--- config.mk ---
export PLATFORM = sky130hd
export DESIGN_NAME = iowin_xlate
export DESIGN_NICKNAME = d
export VERILOG_FILES = /design/src/rtl/iowin_pkg.sv /design/src/rtl/iowin_addr_map.sv /design/src/rtl/iowin_lane_swap.sv /design/src/rtl/iowin_xlate.sv
export SDC_FILE = /design/constraint.sdc
export NUM_CORES = 1
export LEC_CHECK = 0
export BUFFER_PORTS_ARGS = -buffer_cell sky130_fd_sc_hd__buf_2
export CAP_MARGIN = 20
export CORE_UTILIZATION = 47
export DETAILED_ROUTE_END_ITERATION = 10
export PLACE_DENSITY = 0.8
export SYNTH_ARGS = -nofsm -noshare
export SYNTH_HDL_FRONTEND = slang
export SYNTH_SLANG_ARGS = --single-unit
export TNS_END_PERCENT = 100
--- constraint.sdc ---
create_clock -name clk -period 2.82 [get_ports clk]
set_input_delay 0.423 -clock clk [delete_from_list [all_inputs] [get_ports clk]]
set_output_delay 0.423 -clock clk [all_outputs]
set_load 0.005 [all_outputs]
--- src/rtl/iowin_pkg.sv ---
package iowin_pkg;
  typedef enum logic [1:0] {
    SZ_BYTE = 2'd0,
    SZ_HALF = 2'd1,
    SZ_WORD = 2'd2,
    SZ_RSVD = 2'd3
  } xfer_size_e;

  typedef enum logic [1:0] {
    ST_IDLE  = 2'd0,
    ST_ISSUE = 2'd1,
    ST_WAIT  = 2'd2,
    ST_DONE  = 2'd3
  } xlate_state_e;
endpackage

--- src/rtl/iowin_addr_map.sv ---
module iowin_addr_map #(
  parameter int          ADDR_W     = 32,
  parameter logic [31:0] WIN_BASE   = 32'h8000_0000,
  parameter int          WIN_BITS   = 23,
  parameter int          IO_AW      = 16,
  parameter int          PAGE_SHIFT = 12,
  parameter int          LOW_BITS   = 5
) (
  input  logic [ADDR_W-1:0] cpu_addr,
  input  logic              sparse,
  output logic              in_win,
  output logic [IO_AW-1:0]  io_addr
);
  localparam int PAGE_BITS = WIN_BITS - PAGE_SHIFT;
  localparam int PACK_W    = PAGE_BITS + LOW_BITS;

  logic [WIN_BITS-1:0] offset;
  logic [PACK_W-1:0]   packed_port;
  logic [IO_AW-1:0]    flat_port;

  assign offset      = cpu_addr[WIN_BITS-1:0];
  assign in_win      = (cpu_addr[ADDR_W-1:WIN_BITS] == WIN_BASE[ADDR_W-1:WIN_BITS]);
  assign packed_port = {offset[WIN_BITS-1:PAGE_SHIFT], offset[LOW_BITS-1:0]};
  assign flat_port   = offset[IO_AW-1:0];

  always_comb begin
    if (sparse) io_addr = IO_AW'(packed_port);
    else        io_addr = flat_port;
  end
endmodule

--- src/rtl/iowin_lane_swap.sv ---
module iowin_lane_swap
  import iowin_pkg::*;
#(
  parameter int DATA_W = 32
) (
  input  logic [1:0]        size,
  input  logic [DATA_W-1:0] din,
  output logic [DATA_W-1:0] dout
);
  localparam int NB = DATA_W / 8;

  logic [DATA_W-1:0] rev_all;

  for (genvar b = 0; b < NB; b++) begin : g_rev
    assign rev_all[8*b +: 8] = din[8*(NB-1-b) +: 8];
  end

  always_comb begin
    dout = '0;
    unique case (xfer_size_e'(size))
      SZ_BYTE: dout[7:0]  = din[7:0];
      SZ_HALF: dout[15:0] = {din[7:0], din[15:8]};
      SZ_WORD: dout       = rev_all;
      default: dout       = '0;
    endcase
  end
endmodule

--- src/rtl/iowin_xlate.sv ---
module iowin_xlate
  import iowin_pkg::*;
#(
  parameter int          ADDR_W     = 32,
  parameter int          DATA_W     = 32,
  parameter logic [31:0] WIN_BASE   = 32'h8000_0000,
  parameter int          WIN_BITS   = 23,
  parameter int          IO_AW      = 16,
  parameter int          PAGE_SHIFT = 12,
  parameter int          LOW_BITS   = 5
) (
  input  logic              clk,
  input  logic              rst_n,
  input  logic              map_sparse,
  input  logic              cpu_req_valid,
  output logic              cpu_req_ready,
  input  logic              cpu_req_write,
  input  logic [ADDR_W-1:0] cpu_req_addr,
  input  logic [1:0]        cpu_req_size,
  input  logic [DATA_W-1:0] cpu_req_wdata,
  output logic              cpu_rsp_valid,
  output logic [DATA_W-1:0] cpu_rsp_rdata,
  output logic              io_req_valid,
  input  logic              io_req_ready,
  output logic              io_req_write,
  output logic [IO_AW-1:0]  io_req_addr,
  output logic [1:0]        io_req_size,
  output logic [DATA_W-1:0] io_req_wdata,
  input  logic              io_rsp_valid,
  input  logic [DATA_W-1:0] io_rsp_rdata
);
  // reset: asserted asynchronously, released on a clock edge
  logic rst_meta, rst_ns;
  always_ff @(posedge clk or negedge rst_n) begin
    if (!rst_n) begin
      rst_meta <= 1'b0;
      rst_ns   <= 1'b0;
    end else begin
      rst_meta <= 1'b1;
      rst_ns   <= rst_meta;
    end
  end

  logic             in_win;
  logic [IO_AW-1:0] port_addr;
  logic [DATA_W-1:0] wdata_le, rdata_be;

  iowin_addr_map #(
    .ADDR_W(ADDR_W), .WIN_BASE(WIN_BASE), .WIN_BITS(WIN_BITS),
    .IO_AW(IO_AW), .PAGE_SHIFT(PAGE_SHIFT), .LOW_BITS(LOW_BITS)
  ) u_map (
    .cpu_addr(cpu_req_addr),
    .sparse  (map_sparse),
    .in_win  (in_win),
    .io_addr (port_addr)
  );

  iowin_lane_swap #(.DATA_W(DATA_W)) u_wr_swap (
    .size(cpu_req_size), .din(cpu_req_wdata), .dout(wdata_le)
  );

  // registered state
  xlate_state_e      state_q, state_d;
  logic [IO_AW-1:0]  addr_q;
  logic [DATA_W-1:0] wdata_q;
  logic [1:0]        size_q;
  logic              write_q;
  logic [DATA_W-1:0] rdata_q, rdata_d;
  logic              cap_en, rdata_en, forward;

  iowin_lane_swap #(.DATA_W(DATA_W)) u_rd_swap (
    .size(size_q), .din(io_rsp_rdata), .dout(rdata_be)
  );

  assign forward = in_win && (xfer_size_e'(cpu_req_size) != SZ_RSVD);
  assign cap_en  = (state_q == ST_IDLE) && cpu_req_valid;

  // next state
  always_comb begin
    state_d  = state_q;
    rdata_d  = rdata_q;
    rdata_en = 1'b0;
    unique case (state_q)
      ST_IDLE: begin
        if (cpu_req_valid) begin
          if (forward) begin
            state_d = ST_ISSUE;
          end else begin
            state_d  = ST_DONE;
            rdata_d  = '1;
            rdata_en = 1'b1;
          end
        end
      end
      ST_ISSUE: begin
        if (io_req_ready) begin
          if (write_q) begin
            state_d  = ST_DONE;
            rdata_d  = '0;
            rdata_en = 1'b1;
          end else begin
            state_d = ST_WAIT;
          end
        end
      end
      ST_WAIT: begin
        if (io_rsp_valid) begin
          state_d  = ST_DONE;
          rdata_d  = rdata_be;
          rdata_en = 1'b1;
        end
      end
      ST_DONE: state_d = ST_IDLE;
      default: state_d = ST_IDLE;
    endcase
  end

  // registers
  always_ff @(posedge clk or negedge rst_ns) begin
    if (!rst_ns) begin
      state_q <= ST_IDLE;
    end else begin
      state_q <= state_d;
    end
  end

  always_ff @(posedge clk or negedge rst_ns) begin
    if (!rst_ns) begin
      addr_q  <= '0;
      wdata_q <= '0;
      size_q  <= '0;
      write_q <= 1'b0;
    end else if (cap_en) begin
      addr_q  <= port_addr;
      wdata_q <= wdata_le;
      size_q  <= cpu_req_size;
      write_q <= cpu_req_write;
    end
  end

  always_ff @(posedge clk or negedge rst_ns) begin
    if (!rst_ns) begin
      rdata_q <= '0;
    end else if (rdata_en) begin
      rdata_q <= rdata_d;
    end
  end

  assign cpu_req_ready = (state_q == ST_IDLE);
  assign cpu_rsp_valid = (state_q == ST_DONE);
  assign cpu_rsp_rdata = rdata_q;
  assign io_req_valid  = (state_q == ST_ISSUE);
  assign io_req_addr   = addr_q;
  assign io_req_wdata  = wdata_q;
  assign io_req_size   = size_q;
  assign io_req_write  = write_q;

  // checks
  p_req_hold_r8: assert property (@(posedge clk) disable iff (!rst_ns)
    io_req_valid && !io_req_ready |=> io_req_valid && $stable(io_req_addr)
      && $stable(io_req_wdata) && $stable(io_req_size) && $stable(io_req_write));

  p_one_outstanding_r8: assert property (@(posedge clk) disable iff (!rst_ns)
    io_req_valid |-> !cpu_req_ready);

  p_rsp_pulse_r9: assert property (@(posedge clk) disable iff (!rst_ns)
    cpu_rsp_valid |=> !cpu_rsp_valid && cpu_req_ready);

  p_issue_after_accept_r9: assert property (@(posedge clk) disable iff (!rst_ns)
    $rose(io_req_valid) |-> $past(cpu_req_valid && cpu_req_ready));

  p_miss_local_r1: assert property (@(posedge clk) disable iff (!rst_ns)
    cpu_req_valid && cpu_req_ready && !in_win |=> !io_req_valid && cpu_rsp_valid);

  p_rsvd_local_r7: assert property (@(posedge clk) disable iff (!rst_ns)
    cpu_req_valid && cpu_req_ready && (cpu_req_size == 2'd3) |=> !io_req_valid && cpu_rsp_valid);
endmodule

==> flow_summary.toml <==
[floorplan]
fp-row-count = 34
coreArea_um2 = 8680
num_io_pins = 191
start_util_pct = 48.4
die_h_um = 96.5
fp.dieArea_um2 = 9320
fp.dieW_um = 96.5

[sta]
period_needed_ps = 2590
final-setup-viol-count = 0
fmax_mhz = 386
post-route-period-util_pct = 91.8
setup_tns_ps = 0
relSlewSlack_pct = 51.8
skew_ps = 10.2
tightest_slew_ps = 723
setup_slack_ps = 232
hold_viol = 0
drv_slew = 0
grt_setup_unrepaired = "false"
whs_ps = 279

[place]
dp_slack_ps = 265
dp.cells = 673
gp_congestion = 0.935
postPlaceCellArea_um2 = 5200
portBuffers = 190
hpwl_um = 8940

[worst_setup_path]
cp-start-kind = "flip-flop"
crit_type = "reg2reg"
slowest_stage = "a2111oi_0"
crit_top_cell = "inv_1"
startpoint = "state_q[1]$_DFFE_PN0P_"
reg2reg_depth = 8
reg2reg_from = "state_q[1]$_DFFE_PN0P_"
cp.arrival_ps = 2830
crit_end = "cpu_rsp_rdata[0]$_DFFE_PN0P_"
cp-end-kind = "flip-flop"
ff2ff_setup_slack_ps = 230
critPathMaxStageDelay_ps = 450
crit_chain = "inv_1, ha_1, inv_1, o221ai_1, a2111oi_0, o211a_1, buf_12, mux2_2"
rr_endpoint = "cpu_rsp_rdata[0]$_DFFE_PN0P_"
crit_fanout = 32
required_ps = 3060

[global_route]
grt_max_degree = 86
grt_pass1_wl_um = 17800
first_global_vias = 3625
overflow = 0
grt_util_all_layers_pct = 25.8
antenna_found_initial = 0

[power]
seqPwrFrac_pct = 37.7
clkPwrFrac_pct = 17.2
ir_worst_vdd_v = 0.000483
total_power_mw = 5.80
switching_share_pct = 37.7
power_frac_comb_pct = 45.1
p_int_mw = 3.62
power_density_nw_per_um2 = 1060
p_leak_nw = 2.80
switchingPower_mw = 2.19

[logic_synthesis]
synth_top_family_by_area = "compound AO/OA/AOI/OAI gates"
synth_xor_area_share_pct = 0
syn_avg_cell_area_um2 = 10.6
syn_area_um2 = 4200
synth_nets = 515
synthAdderAreaFrac_pct = 3.87
ys_ff_latch = 87
ys_warn_count = 0
synth_compound_area_share_pct = 17.5
yosys.area_share.simple_pct = 7.51
syn_inst = 397
ys_seq_area_share_pct = 51.8
synth_cell_types = 32
synthMuxAreaShare_pct = 13.6

[layout]
n_antenna_cell = 0
drive_gt1_share_pct = 40.8
fin_cells = 691
syn2layout_area_growth_pct = 30.2
final_common_cell = "buf_2"
nets = 696
final_util_pct = 63.0
n_fill_cell = 736
finalInstanceArea_um2 = 5470
final_cell_mix = "buf_2, dfrtp_1, o21ai_0"

[cts]
clockBufferDepth = 2
cts.reportedPaths.clkPinSlew_ps = 90
cts_buffers = 9
cts_resized = 0
cts_setup_buffers = 0
cts_hold_buf = 1
h-tree-depth = 3
clkSinkCount = 87
clock_latency_ps = 360
cts_tree = "yes"
cts_root_buffer = "clkbuf_8"

[route]
vias_per_cell = 5.44
routed_wl_um = 12000
antenna_left = 0
first_pass_iters = 7
initialDrtViolationCount = 232
drc = 0
vias = 3761
avgRoutedWirePerCell_um = 17.4

[run]
cap_violations = 0

[outcome]
status = "complete, no violations"

[min_path]
hold_path.class = "reg2async"
[flip-flops by register name (all words and copies together), names as in the netlist]
register and count:
cpu_rsp_rdata 32, io_req_addr 16, io_req_size 2, io_req_wdata 32, io_req_write 1, rst_meta 1, rst_ns 1, state_q 2
[Yosys cell counts]
cell type | count | area share, %
or2_0 | 1 | 0.15
a2111oi_0 | 1 | 0.21
or4b_1 | 1 | 0.24
o31ai_1 | 1 | 0.18
inv_1 | 25 | 2.2
ha_1 | 13 | 3.9
a21oi_1 | 17 | 2.0
a22oi_1 | 16 | 2.9
clkbuf_1 | 21 | 1.9
o211a_1 | 1 | 0.24
o21ai_0 | 65 | 7.7
nor4_1 | 1 | 0.15
conb_1 | 1 | 0.089
and2_1 | 1 | 0.15
mux2i_1 | 27 | 6.4
mux2_2 | 8 | 2.1
or2_2 | 1 | 0.15
buf_4 | 1 | 0.18
o221ai_1 | 1 | 0.21
nand2_1 | 64 | 5.7
buf_1 | 2 | 0.18
buf_6 | 1 | 0.27
dfrtp_1 | 87 | 52
buf_12 | 1 | 0.48
nor2_1 | 2 | 0.18
buf_8 | 1 | 0.36
a32o_1 | 1 | 0.24
nand2b_1 | 2 | 0.30
mux2_4 | 14 | 5.0
nand3_1 | 2 | 0.24
a222oi_1 | 16 | 3.8
nor3_2 | 1 | 0.24
[cell type report]
| type | count | area (um^2) | share of cell area, % |
|---|---|---|---|
| Sequential cell | 87 | 2180 | 39.9 |
| Multi-Input combinational cell | 258 | 1790 | 32.7 |
| Timing Repair Buffer | 197 | 1040 | 19.0 |
| Clock buffer | 10 | 138 | 2.52 |
| Tap cell | 108 | 135 | 2.47 |
| Inverter | 25 | 93.8 | 1.72 |
| Clock inverter | 6 | 92.6 | 1.69 |
[logic make-up after synthesis]
logic type / count (synthesis)
AO/OA/AOI/OAI: 119
flip-flops: 87
AND/OR/NAND/NOR: 76
buffers and inverters: 52
multiplexers: 49
adder cells (fa/ha/maj): 13
other: 1
[routing by layer]
metal / part of all wire, % / track usage [%]
met1: 40 / 32.0
met5: 0 / 0
met2: 48 / 41.9
met3: 9.8 / 7.28
met4: 2.1 / 11.2
[worst max-delay path: cells and delay by family (launching register included)]
family	cells	cell delay, ps
fa+ha+maj	1	260
buf+inv	3	440
flops	1	440
mux	1	360
compound gates	3	940
[worst min path at each step]
stage / to / slack [ps]
after floorplan: rst_meta$_DFF_PN0_ / 130
after global placement: rst_meta$_DFF_PN0_ / 210
after detailed placement: rst_meta$_DFF_PN0_ / 210
after CTS: io_req_addr[0]$_DFFE_PN0P_ / 280
after global routing: io_req_addr[0]$_DFFE_PN0P_ / 280
final: cpu_rsp_rdata[18]$_DFFE_PN0P_ / 280
[power by group through the flow]
| stage | clock (mW) | sequential (mW) | combinational, mW |
|---|---|---|---|
| final | 0.997 | 2.19 | 2.62 |
| after detailed placement | 0 | 2.22 | 2.61 |
| after floorplan | 0 | 2.23 | 1.53 |
| after global routing | 1.06 | 2.27 | 2.92 |
| after global placement | 0 | 2.19 | 2.49 |
| after CTS | 1.02 | 2.21 | 2.61 |
Note: power is estimated with default switching activity, not from simulation.
